==> src/rtl/sfir_pkg.sv <==
// Package: structural constants of the symmetric order-8 filter.
// Assumes: even order, so taps split into ORDER/2 mirrored pairs plus a centre.
package sfir_pkg;
    localparam int ORDER = 8;
    localparam int NTAPS = ORDER + 1;
    localparam int NPAIR = ORDER / 2;
    localparam int NTERM = NPAIR + 1;
endpackage

==> src/rtl/sfir_seg_adder.sv <==
// Module: sfir_seg_adder
// Adds two W-bit words. With K=0 the sum is exact. With K>0 the low K bits
// are the OR of the operands, the carry into bit K is predicted from bit K-1
// of both operands, and the upper W-K bits are added exactly.
// Assumes: 0 <= K <= W-2. Purely combinational.
module sfir_seg_adder #(
    parameter int W = 17,
    parameter int K = 0
) (
    input  logic [W-1:0] a,
    input  logic [W-1:0] b,
    output logic [W-1:0] y
);
    generate
        if (K == 0) begin : g_exact
            assign y = a + b;
        end else begin : g_apx
            localparam int HW = W - K;
            localparam longint HALF = 64'sd1 <<< (K - 1);
            logic [K-1:0]  lo;
            logic          cpred;
            logic [HW-1:0] hi;
            logic [W-1:0]  dev;

            // Low segment without carries, upper segment with predicted carry.
            always_comb begin
                lo    = a[K-1:0] | b[K-1:0];
                cpred = a[K-1] & b[K-1];
                hi    = a[W-1:K] + b[W-1:K] + HW'(cpred);
            end
            assign y   = {hi, lo};
            assign dev = y - (a + b);

            // Deviation of one approximate addition stays in its window.
            always_comb begin
                if (!$isunknown({a, b})) begin
                    a_r6_err_bound: assert ((longint'($signed(dev)) <= HALF) &&
                                            (longint'($signed(dev)) > -HALF));
                end
            end
        end
    endgenerate
endmodule

==> src/rtl/sfir_tap_line.sv <==
// Module: sfir_tap_line
// Delay line of NTAPS signed samples. Tap 0 (lowest slice) is the newest.
// Shifts only when shift_en is high. Also registers the strobe as taps_vld.
// Assumes: synchronous active-low reset clears all taps.
module sfir_tap_line #(
    parameter int DATA_W = 16,
    parameter int NTAPS  = 9
) (
    input  logic                    clk,
    input  logic                    rst_n,
    input  logic                    shift_en,
    input  logic [DATA_W-1:0]       din,
    output logic [NTAPS*DATA_W-1:0] taps,
    output logic                    taps_vld
);
    // Shift register advancing one tap per accepted sample.
    always_ff @(posedge clk) begin
        if (!rst_n) begin
            taps     <= '0;
            taps_vld <= 1'b0;
        end else begin
            taps_vld <= shift_en;
            if (shift_en) taps <= {taps[(NTAPS-1)*DATA_W-1:0], din};
        end
    end

    a_r2_newest_tap: assert property (@(posedge clk) disable iff (!rst_n)
        shift_en |=> (taps[DATA_W-1:0] == $past(din)));
    a_r2_idle_hold: assert property (@(posedge clk) disable iff (!rst_n)
        !shift_en |=> $stable(taps));
endmodule

==> src/rtl/sfir_preadd.sv <==
// Module: sfir_preadd
// Sums each mirrored tap pair with a segmented adder and passes the centre tap
// through sign-extended. The results are registered with a valid flag.
// Assumes: NTAPS = 2*NPAIR+1; sums widen by one bit, so no overflow.
module sfir_preadd #(
    parameter int DATA_W = 16,
    parameter int NTAPS  = 9,
    parameter int NPAIR  = 4,
    parameter int K      = 0,
    localparam int SUM_W = DATA_W + 1
) (
    input  logic                          clk,
    input  logic                          rst_n,
    input  logic                          in_vld,
    input  logic [NTAPS*DATA_W-1:0]       taps,
    output logic                          out_vld,
    output logic [(NPAIR+1)*SUM_W-1:0]    sums
);
    logic [(NPAIR+1)*SUM_W-1:0] sums_d;

    genvar p;
    generate
        for (p = 0; p < NPAIR; p++) begin : g_pair
            logic [SUM_W-1:0] newer, older;
            assign newer = {taps[p*DATA_W+DATA_W-1], taps[p*DATA_W +: DATA_W]};
            assign older = {taps[(NTAPS-1-p)*DATA_W+DATA_W-1],
                            taps[(NTAPS-1-p)*DATA_W +: DATA_W]};
            sfir_seg_adder #(.W(SUM_W), .K(K)) u_add (
                .a(newer), .b(older), .y(sums_d[p*SUM_W +: SUM_W]));
        end
    endgenerate
    assign sums_d[NPAIR*SUM_W +: SUM_W] =
        {taps[NPAIR*DATA_W+DATA_W-1], taps[NPAIR*DATA_W +: DATA_W]};

    // Capture the pair sums when a freshly shifted line is presented.
    always_ff @(posedge clk) begin
        if (!rst_n) begin
            out_vld <= 1'b0;
            sums    <= '0;
        end else begin
            out_vld <= in_vld;
            if (in_vld) sums <= sums_d;
        end
    end
endmodule

==> src/rtl/sfir_mult.sv <==
// Module: sfir_mult
// Multiplies each pair sum (and the centre) by its constant weight, exactly.
// Assumes: COEFS packs NTERM signed COEF_W-bit weights, term 0 lowest.
module sfir_mult #(
    parameter int SUM_W  = 17,
    parameter int COEF_W = 16,
    parameter int NTERM  = 5,
    parameter logic [NTERM*COEF_W-1:0] COEFS = '0,
    localparam int PROD_W = SUM_W + COEF_W
) (
    input  logic                      clk,
    input  logic                      rst_n,
    input  logic                      in_vld,
    input  logic [NTERM*SUM_W-1:0]    sums,
    output logic                      out_vld,
    output logic [NTERM*PROD_W-1:0]   prods
);
    genvar t;
    generate
        for (t = 0; t < NTERM; t++) begin : g_term
            logic signed [PROD_W-1:0] prod_d;
            assign prod_d = $signed(sums[t*SUM_W +: SUM_W]) *
                            $signed(COEFS[t*COEF_W +: COEF_W]);
            // Register one exact product per term.
            always_ff @(posedge clk) begin
                if (!rst_n) prods[t*PROD_W +: PROD_W] <= '0;
                else if (in_vld) prods[t*PROD_W +: PROD_W] <= prod_d;
            end
        end
    endgenerate

    // Forward the stage valid flag.
    always_ff @(posedge clk) begin
        if (!rst_n) out_vld <= 1'b0;
        else        out_vld <= in_vld;
    end
endmodule

==> src/rtl/sfir_acc_tree.sv <==
// Module: sfir_acc_tree
// Reduces five products to one sum with four segmented adders over two
// registered levels: (p0+p1), (p2+p3) and p4, then ((a+b)+c).
// Assumes: NTERM = 5; ACC_W leaves two guard bits above PROD_W.
module sfir_acc_tree #(
    parameter int PROD_W = 33,
    parameter int ACC_W  = 35,
    parameter int NTERM  = 5,
    parameter int K      = 0
) (
    input  logic                     clk,
    input  logic                     rst_n,
    input  logic                     in_vld,
    input  logic [NTERM*PROD_W-1:0]  prods,
    output logic                     out_vld,
    output logic [ACC_W-1:0]         acc
);
    localparam int EXT = ACC_W - PROD_W;

    logic [NTERM-1:0][ACC_W-1:0] ext;
    logic [ACC_W-1:0] l1a_d, l1b_d, l1a, l1b, l1c, l2_mid, l2_d;
    logic             l1_vld;

    genvar t;
    generate
        for (t = 0; t < NTERM; t++) begin : g_ext
            assign ext[t] = {{EXT{prods[t*PROD_W+PROD_W-1]}}, prods[t*PROD_W +: PROD_W]};
        end
    endgenerate

    sfir_seg_adder #(.W(ACC_W), .K(K)) u_l1a (.a(ext[0]), .b(ext[1]), .y(l1a_d));
    sfir_seg_adder #(.W(ACC_W), .K(K)) u_l1b (.a(ext[2]), .b(ext[3]), .y(l1b_d));

    // First reduction level.
    always_ff @(posedge clk) begin
        if (!rst_n) begin
            l1_vld <= 1'b0;
            l1a <= '0; l1b <= '0; l1c <= '0;
        end else begin
            l1_vld <= in_vld;
            if (in_vld) begin
                l1a <= l1a_d; l1b <= l1b_d; l1c <= ext[4];
            end
        end
    end

    sfir_seg_adder #(.W(ACC_W), .K(K)) u_l2a (.a(l1a), .b(l1b), .y(l2_mid));
    sfir_seg_adder #(.W(ACC_W), .K(K)) u_l2b (.a(l2_mid), .b(l1c), .y(l2_d));

    // Final level: load the output only when a result is due, else hold.
    always_ff @(posedge clk) begin
        if (!rst_n) begin
            out_vld <= 1'b0;
            acc     <= '0;
        end else begin
            out_vld <= l1_vld;
            if (l1_vld) acc <= l2_d;
        end
    end
endmodule

==> src/rtl/sfir_approx_top.sv <==
// Module: sfir_approx_top
// Streaming order-8 symmetric FIR: delay line, pair adders, exact weight
// multipliers, adder tree. APPROX_BITS sets the low bits of every adder that
// use carry-free logic (0 = exact). Latency: 4 edges after acceptance.
// Assumes: one channel; weights fixed at elaboration.
module sfir_approx_top
    import sfir_pkg::*;
#(
    parameter int DATA_W      = 16,
    parameter int COEF_W      = 16,
    parameter int APPROX_BITS = 0,
    parameter logic [NTERM*COEF_W-1:0] COEFS =
        {16'd8191, 16'd5200, 16'd1650, 16'd310, 16'hFF88},
    localparam int SUM_W  = DATA_W + 1,
    localparam int PROD_W = SUM_W + COEF_W,
    localparam int ACC_W  = PROD_W + 2
) (
    input  logic              clk,
    input  logic              rst_n,
    input  logic              in_valid,
    input  logic [DATA_W-1:0] in_sample,
    output logic              out_valid,
    output logic [ACC_W-1:0]  out_sample
);
    logic [NTAPS*DATA_W-1:0] taps;
    logic                    taps_vld, pre_vld, mul_vld;
    logic [NTERM*SUM_W-1:0]  sums;
    logic [NTERM*PROD_W-1:0] prods;

    sfir_tap_line #(.DATA_W(DATA_W), .NTAPS(NTAPS)) u_line (
        .clk(clk), .rst_n(rst_n), .shift_en(in_valid), .din(in_sample),
        .taps(taps), .taps_vld(taps_vld));

    sfir_preadd #(.DATA_W(DATA_W), .NTAPS(NTAPS), .NPAIR(NPAIR), .K(APPROX_BITS)) u_pre (
        .clk(clk), .rst_n(rst_n), .in_vld(taps_vld), .taps(taps),
        .out_vld(pre_vld), .sums(sums));

    sfir_mult #(.SUM_W(SUM_W), .COEF_W(COEF_W), .NTERM(NTERM), .COEFS(COEFS)) u_mul (
        .clk(clk), .rst_n(rst_n), .in_vld(pre_vld), .sums(sums),
        .out_vld(mul_vld), .prods(prods));

    sfir_acc_tree #(.PROD_W(PROD_W), .ACC_W(ACC_W), .NTERM(NTERM), .K(APPROX_BITS)) u_tree (
        .clk(clk), .rst_n(rst_n), .in_vld(mul_vld), .prods(prods),
        .out_vld(out_valid), .acc(out_sample));

    // one pulse per accepted sample, five registers downstream of the strobe.
    a_r3_latency: assert property (@(posedge clk) disable iff (!rst_n)
        ($past(rst_n, 1) && $past(rst_n, 2) && $past(rst_n, 3) &&
         $past(rst_n, 4) && $past(rst_n, 5)) |-> (out_valid == $past(in_valid, 5)));
    // result register is quiet between pulses.
    a_r9_hold: assert property (@(posedge clk) disable iff (!rst_n)
        !out_valid |-> $stable(out_sample));
    // pulse cannot appear right after reset release.
    a_r1_quiet_after_reset: assert property (@(posedge clk) disable iff (!rst_n)
        !$past(rst_n) |-> !out_valid);
endmodule

==> config.mk <==
export PLATFORM = sky130hd
export DESIGN_NAME = sfir_approx_top
export DESIGN_NICKNAME = d
export VERILOG_FILES = /design/src/rtl/sfir_pkg.sv /design/src/rtl/sfir_seg_adder.sv /design/src/rtl/sfir_tap_line.sv /design/src/rtl/sfir_preadd.sv /design/src/rtl/sfir_mult.sv /design/src/rtl/sfir_acc_tree.sv /design/src/rtl/sfir_approx_top.sv
export SDC_FILE = /design/constraint.sdc
export NUM_CORES = 2
export LEC_CHECK = 0
export BUFFER_PORTS_ARGS = -buffer_cell sky130_fd_sc_hd__buf_2
export CAP_MARGIN = 20
export CORE_UTILIZATION = 39
export DETAILED_ROUTE_END_ITERATION = 6
export GPL_TIMING_DRIVEN = 0
export PLACE_DENSITY = 0.63
export SLEW_MARGIN = 10
export SYNTH_ARGS = -nofsm -noshare
export SYNTH_HDL_FRONTEND = slang
export SYNTH_SLANG_ARGS = --single-unit
==> constraint.sdc <==
create_clock -name clk -period 6.5 [get_ports clk]
set_input_delay 0.325 -clock clk [delete_from_list [all_inputs] [get_ports clk]]
set_output_delay 0.325 -clock clk [all_outputs]
set_load 0.1 [all_outputs]
## After elaboration in Yosys (flattened, before gate mapping)

Index checks and enable logic that the tools add are counted.

- Flip-flop bits (word level): 501
- Word-level logic and storage cells: 29

- Add/sub/neg operators: 8
- Multipliers: 5

Operator list:

| cell | count |
|---|---|
| $add A35 B35 Y35 | 2 |
| $add A16 B16 Y17 | 4 |
| $add A29 B31 Y32 | 1 |
| $mul A16 B14 Y30 const B | 1 |
| $add A25 B27 Y28 | 1 |
| $mul A17 B11 Y28 const B | 1 |
| $mul A17 B10 Y27 const B | 1 |
| $mul A17 B9 Y26 const B | 1 |
| $mul A17 B5 Y22 const B | 1 |

## Logic depth before layout (Yosys ltp)

- Word-level depth: 2
- Gate-level depth with buffers: 23
- Gate-level depth less buffers: 22

## Modules after synthesis

A second synthesis with hierarchy kept.

- Cells, all modules: 4,992
- Area, all modules: 46,258.1 µm²

Modules (own cells, without submodules):

| module | times used | cells an instance | area an instance (µm²) |
|---|---|---|---|
| sfir_mult | 1 | 2,275 | 20,803.7 |
| sfir_seg_adder (u_tree.u_l1a ...) | 4 | 275 | 2,034.5 |
| sfir_tap_line | 1 | 466 | 5,456.5 |
| sfir_acc_tree | 1 | 449 | 5,290.1 |
| sfir_seg_adder (u_pre.g_pair[0].u_add ...) | 4 | 107 | 827.0 |
| sfir_preadd | 1 | 274 | 3,261.9 |

## Worst setup path after synthesis

Ideal clock, no wire load.

- Kind: register to register
- Start: register u_pre.sums[83] (netlist name)
- End: register u_mul.prods[161] (netlist name)
- Arrival: 6.116 ns
- Data required time: 6.367 ns
- Slack: 0.252 ns
- Stages on the path, launching flop included: 21
- Path buffers: 1
- Clock period less this slack: 6.248 ns
- Cells stage by stage: dfxtp_1 clkbuf_1 inv_1 fa_1 inv_1 fa_1 fa_1 fa_1 inv_1 fa_1 inv_1 ha_1 a21o_1 a21o_1 a21oi_1 o21ai_0 a21o_1 a221o_1 a31oi_1 xnor2_1 a21oi_1

- Word-level cells in the longest chain between the ends: 1

RTL lines:

| element | line | RTL |
|---|---|---|
| $mul A16 B14 Y30 | sfir_mult.sv:22 | `assign prod_d = $signed(sums[t*SUM_W +: SUM_W]) *` |

Every way passes these cells.
A chain may end at the register's enable or synchronous reset.

## Worst setup path after layout

- Start: register u_pre.sums[77]
- End: register u_mul.prods[160]

- Word-level cells in the longest chain between the ends: 1

RTL lines:

| element | line | RTL |
|---|---|---|
| from (decl) | sfir_preadd.sv:17 | `output logic [(NPAIR+1)*SUM_W-1:0] sums` |
| from (signal assigned) | sfir_preadd.sv:42 | `if (in_vld) sums <= sums_d;` |
| $mul A16 B14 Y30 | sfir_mult.sv:22 |  |
| to (signal, indexed assignment) | sfir_mult.sv:27 | `else if (in_vld) prods[t*PROD_W +: PROD_W] <= prod_d;` |
| to (decl) | sfir_mult.sv:16 | `output logic [NTERM*PROD_W-1:0] prods` |

Every way passes these cells.

==> metrics.md <==
| Metric | Value |
|---|---|
| Reg power frac | `0.449` |
| Max frequency | `158 MHz` |
| Reg2reg path depth | `22` |
| GR Overflow Total | `0` |
| Register area | `0.00983 mm²` |
| Final setup fails | `0` |
| DP Cell Count | `between 5k and 6k` |
| Die H | `between 300 and 400 µm` |
| Starting Density | `0.394` |
| Worst-path fanout max | `7` |
| HP Class | `primary input to flip-flop` |
| RSZ-0062 raised after global routing | `true` |
| Num rows | `116` |
| Cells after synthesis | `4,311` |
| Synth unique cells | `a little under 90` |
| Lkg Pwr | `21.0 nW` |
| Total CTS buffers | `51` |
| Finished Layout Cells | `approximately 5.8k` |
| Antenna viol nets, final | `0` |
| IO Pins | `55` |
| WL per Instance | `19.1 µm` |
| Fill count | `9,760` |
| Crit path capture type | `flip-flop` |
| CP Class | `flip-flop to flip-flop` |
| Port Buffers | `53` |
| Min Tclk post-route | `6340 ps` |
| Fin nets | `5,266` |
| Placer's final routability congestion estimate | `0.904` |
| Outcome | `finished, final reports clean` |
| Power Dens Cells | `157 mW/mm²` |
| Max Used Layer | `met4` |
| Drt drc | `0` |
| CP peak stage delay | `610 ps` |
| Worst Path Buf+Inv | `4` |
| Area share of fa/ha/maj cells after synthesis | `0.309` |
| Final Skew | `19.8 ps` |
| Peak supply drop | `about 0.00021 V` |
| Dpl hpwl | `91,100 µm` |
| Final Max Slew Viols | `0` |
| Clock power frac | `0.440` |
| Metal2 WL | `48,000 µm` |
| Largest net degree at the start of global routing | `17` |
| Switching Fraction | `0.266` |
| CP Cell Sequence | `clkinvlp_4, buf_4, fa_2, xor2_1, ha_1, o21bai_1, fa_1, fa_1, fa_1, inv_1, fa_1, inv_1, ha_2, and3_4, nand3_2, a2111oi_4, nor4b_4, o21ai_2, nand3_4, o21ai_4, nand4b_1, o211ai_1` |
| P&R area growth vs syn | `10.7%` |
| Commonest non-fill, non-tap cell in the layout | `inv_1` |
| Critical Path Stages | `22` |
| Clock transition at the registers of the reported paths | `60 ps` |
| Max-cap viol count | `0` |
| Combinational power share | `0.111` |
| Core box area | `0.100 mm²` |
| Worst skew pair latency | `just over 600 ps` |
| Rel. slew slack | `0.183` |
| Average via count per standard cell | `5.21` |
| Sw power | `0.00183 W` |
| CP most frequent cell | `fa_1` |
| Multi-input logic area | `0.0274 mm²` |
| Avg Inst Size Synth | `9.17 µm²` |
| Via count | `30.4k` |
| First-pass GRT wire length | `173,000 µm` |
| Total Wirelength | `112,000 µm` |
| M1 WL | `54,500 µm` |
| Vias in the first global route | `29.4k` |
| CP Data Required Time | `7040 ps` |
| Layout cells sized above 1 | `0.0564` |
| Syn. warnings | `0` |
| Fin crit share | `0.976` |
| Clock tree buffer depth | `3` |
| Top Family by Delay on Critical Path | `adder cells` |
| Initial drt markers | `1,939` |
| Total Routing Usage GR | `0.218` |
| Async S/R FF share, synth | `0` |
| Max H-tree Level | `2` |
| Area fraction in compound gates after synthesis | `0.125` |
| Final Hold Fails | `0` |
| Met3 wire len | `5900 µm` |
| Max stage delay cell, worst path | `fa_2` |
| Most frequent cells in the layout | `544 x inv_1, 534 x nor2_1, 497 x ha_1, 476 x dfxtp_1, 342 x mux2i_1` |
| Worst EP arrival | `6890 ps` |
| Synthesized Nets | `~5.1k` |
| Crit start category | `flip-flop` |
| Hold path cells | `3` |
| Sink Count | `approximately 500` |
| Post-Synth Simple-Gate Area | `0.114` |
| Die X | `320 µm` |
| Int Power | `0.00504 W` |
| #FFs+latches synth | `~490` |
| Post-Route Utilization | `0.437` |
| Die area | `between 0.1 and 0.15 mm²` |
| TritonCTS clock tree | `done` |
| Number of antenna violations at the first check in global routing | `1` |
| Post-synth EDFFs | `0` |
| Largest family of logic cells by synthesized area | `adder cells` |
| Post-synth top flop | `dfxtp_1` |
| Worst-Margin Slew | `1220 ps` |
| Register area share after synthesis | `0.248` |
| Clock root cell | `clkbuf_16` |
| Mapped cell area | `just under 0.04 mm²` |
| Mux contribution to synthesized area | `0.0868` |
| XOR/XNOR Fraction of Synth Area | `0.0523` |
| DRT Pass-1 Iters | `5` |
-- power by group through the flow --
stage	Clock (W)	Sequential [W]	Combinational (W)
floorplan	0	0.00314	0.000527
global placement	0	0.00315	0.000734
detailed placement	0	0.00315	0.000743
CTS	0.00307	0.00309	0.000756
global route	0.00319	0.00309	0.000834
finish	0.00303	0.00309	0.000760
-- per-layer routing --
| metal | global-route usage | vias to the layer above |
|---|---|---|
| li1 | - | 14900 |
| met1 | 0.314 | 14700 |
| met2 | 0.338 | 734 |
| met3 | 0.0266 | 135 |
| met4 | 0.0646 | 0 |
| met5 | 0 | - |
-- tightest hold or removal path, delay by kind of cell --
kind,cells,cell delay (ps)
and+or+nand+nor,1,320
buffers and inverters,2,270
-- path summary, 6_finish.rpt --
check                           slack, ps            start               end
worst max-delay path                  160   u_pre.sums[77]  u_mul.prods[160]
worst min-delay path                  350            rst_n     u_tree.l1_vld
worst max register to register        160   u_pre.sums[77]  u_mul.prods[160]
worst min register to register        470  u_mul.prods[50]   u_mul.prods[50]
-- through the flow --
stage | setup TNS (ps) | setup WS (ps) | cell area [µm²] | total power [W] | hold slack [ps]
after floorplan | 0 | 252 | 39500 | 0.00366 | 425
after global placement | -4520 | -811 | 41500 | 0.00389 | 441
after detailed placement | -5100 | -887 | 41600 | 0.00390 | 455
after CTS | 0 | 6.56 | 43600 | 0.00691 | 271
after global routing | -76.1 | -38.6 | 43800 | 0.00712 | 337
final | 0 | 157 | 43800 | 0.00687 | 345
-- cell type report --
type	count	area share
Buffer	127	0.0111
Clock inverter	19	0.00514
Sequential cell	489	0.224
Inverter	555	0.0483
Tap cell	1357	0.0388
Timing Repair Buffer	90	0.0140
Antenna cell	1	0.0000571
Clock buffer	69	0.0332
Multi-Input combinational cell	3136	0.625
-- Yosys cell counts (all sizes together), types with 13 or more instances --
master  count  area, µm²
o211ai     18        135
fa        296       5930
mux2i     342       3420
o21ai     152        764
nor2      534       2000
nand2     150        563
dfxtp     489       9790
nand2b     28        175
ha        501       6270
buf        27        101
xor2       89        780
a31oi      29        196
or2        13       81.3
o21a       41        308
nor3       58        290
nor4       17        128
a21o      103        773
a21oi     209       1050
a211oi     56        435
and3       23        144
nand3      72        360
inv       553       2080
o21bai     27        203
xnor2     147       1290
nor2b      36        225
or3        25        161
clkbuf    104        390
-- repair_timing --
action                                 4_1_cts  5_1_grt
resized for setup                           38       34
setup endpoints to repair                   14        9
hold buffers                                16        0
setup buffers                                6       12
endpoints found under the hold margin       16        0
pin swaps                                    2       10
-- state kept, by name (all words and copies together), names as in the netlist --
register	cells
u_pre.sums	84
u_tree.l1c	30
u_tree.acc	35
u_line.taps_vld	1
u_mul.prods	133
u_mul.out_vld	1
u_pre.out_vld	1
u_tree.l1a	27
u_tree.out_vld	1
u_tree.l1b	31
u_tree.l1_vld	1
u_line.taps	144
-- cell families after synthesis --
family,Yosys count
DFF,489
buffers and inverters,686
adders and majority gates,798
xor gates and xnor gates,236
and+or+nand+nor,1007
AOI/OAI and AO/OA,752
muxes,343
(Power assumes the default switching activity.)
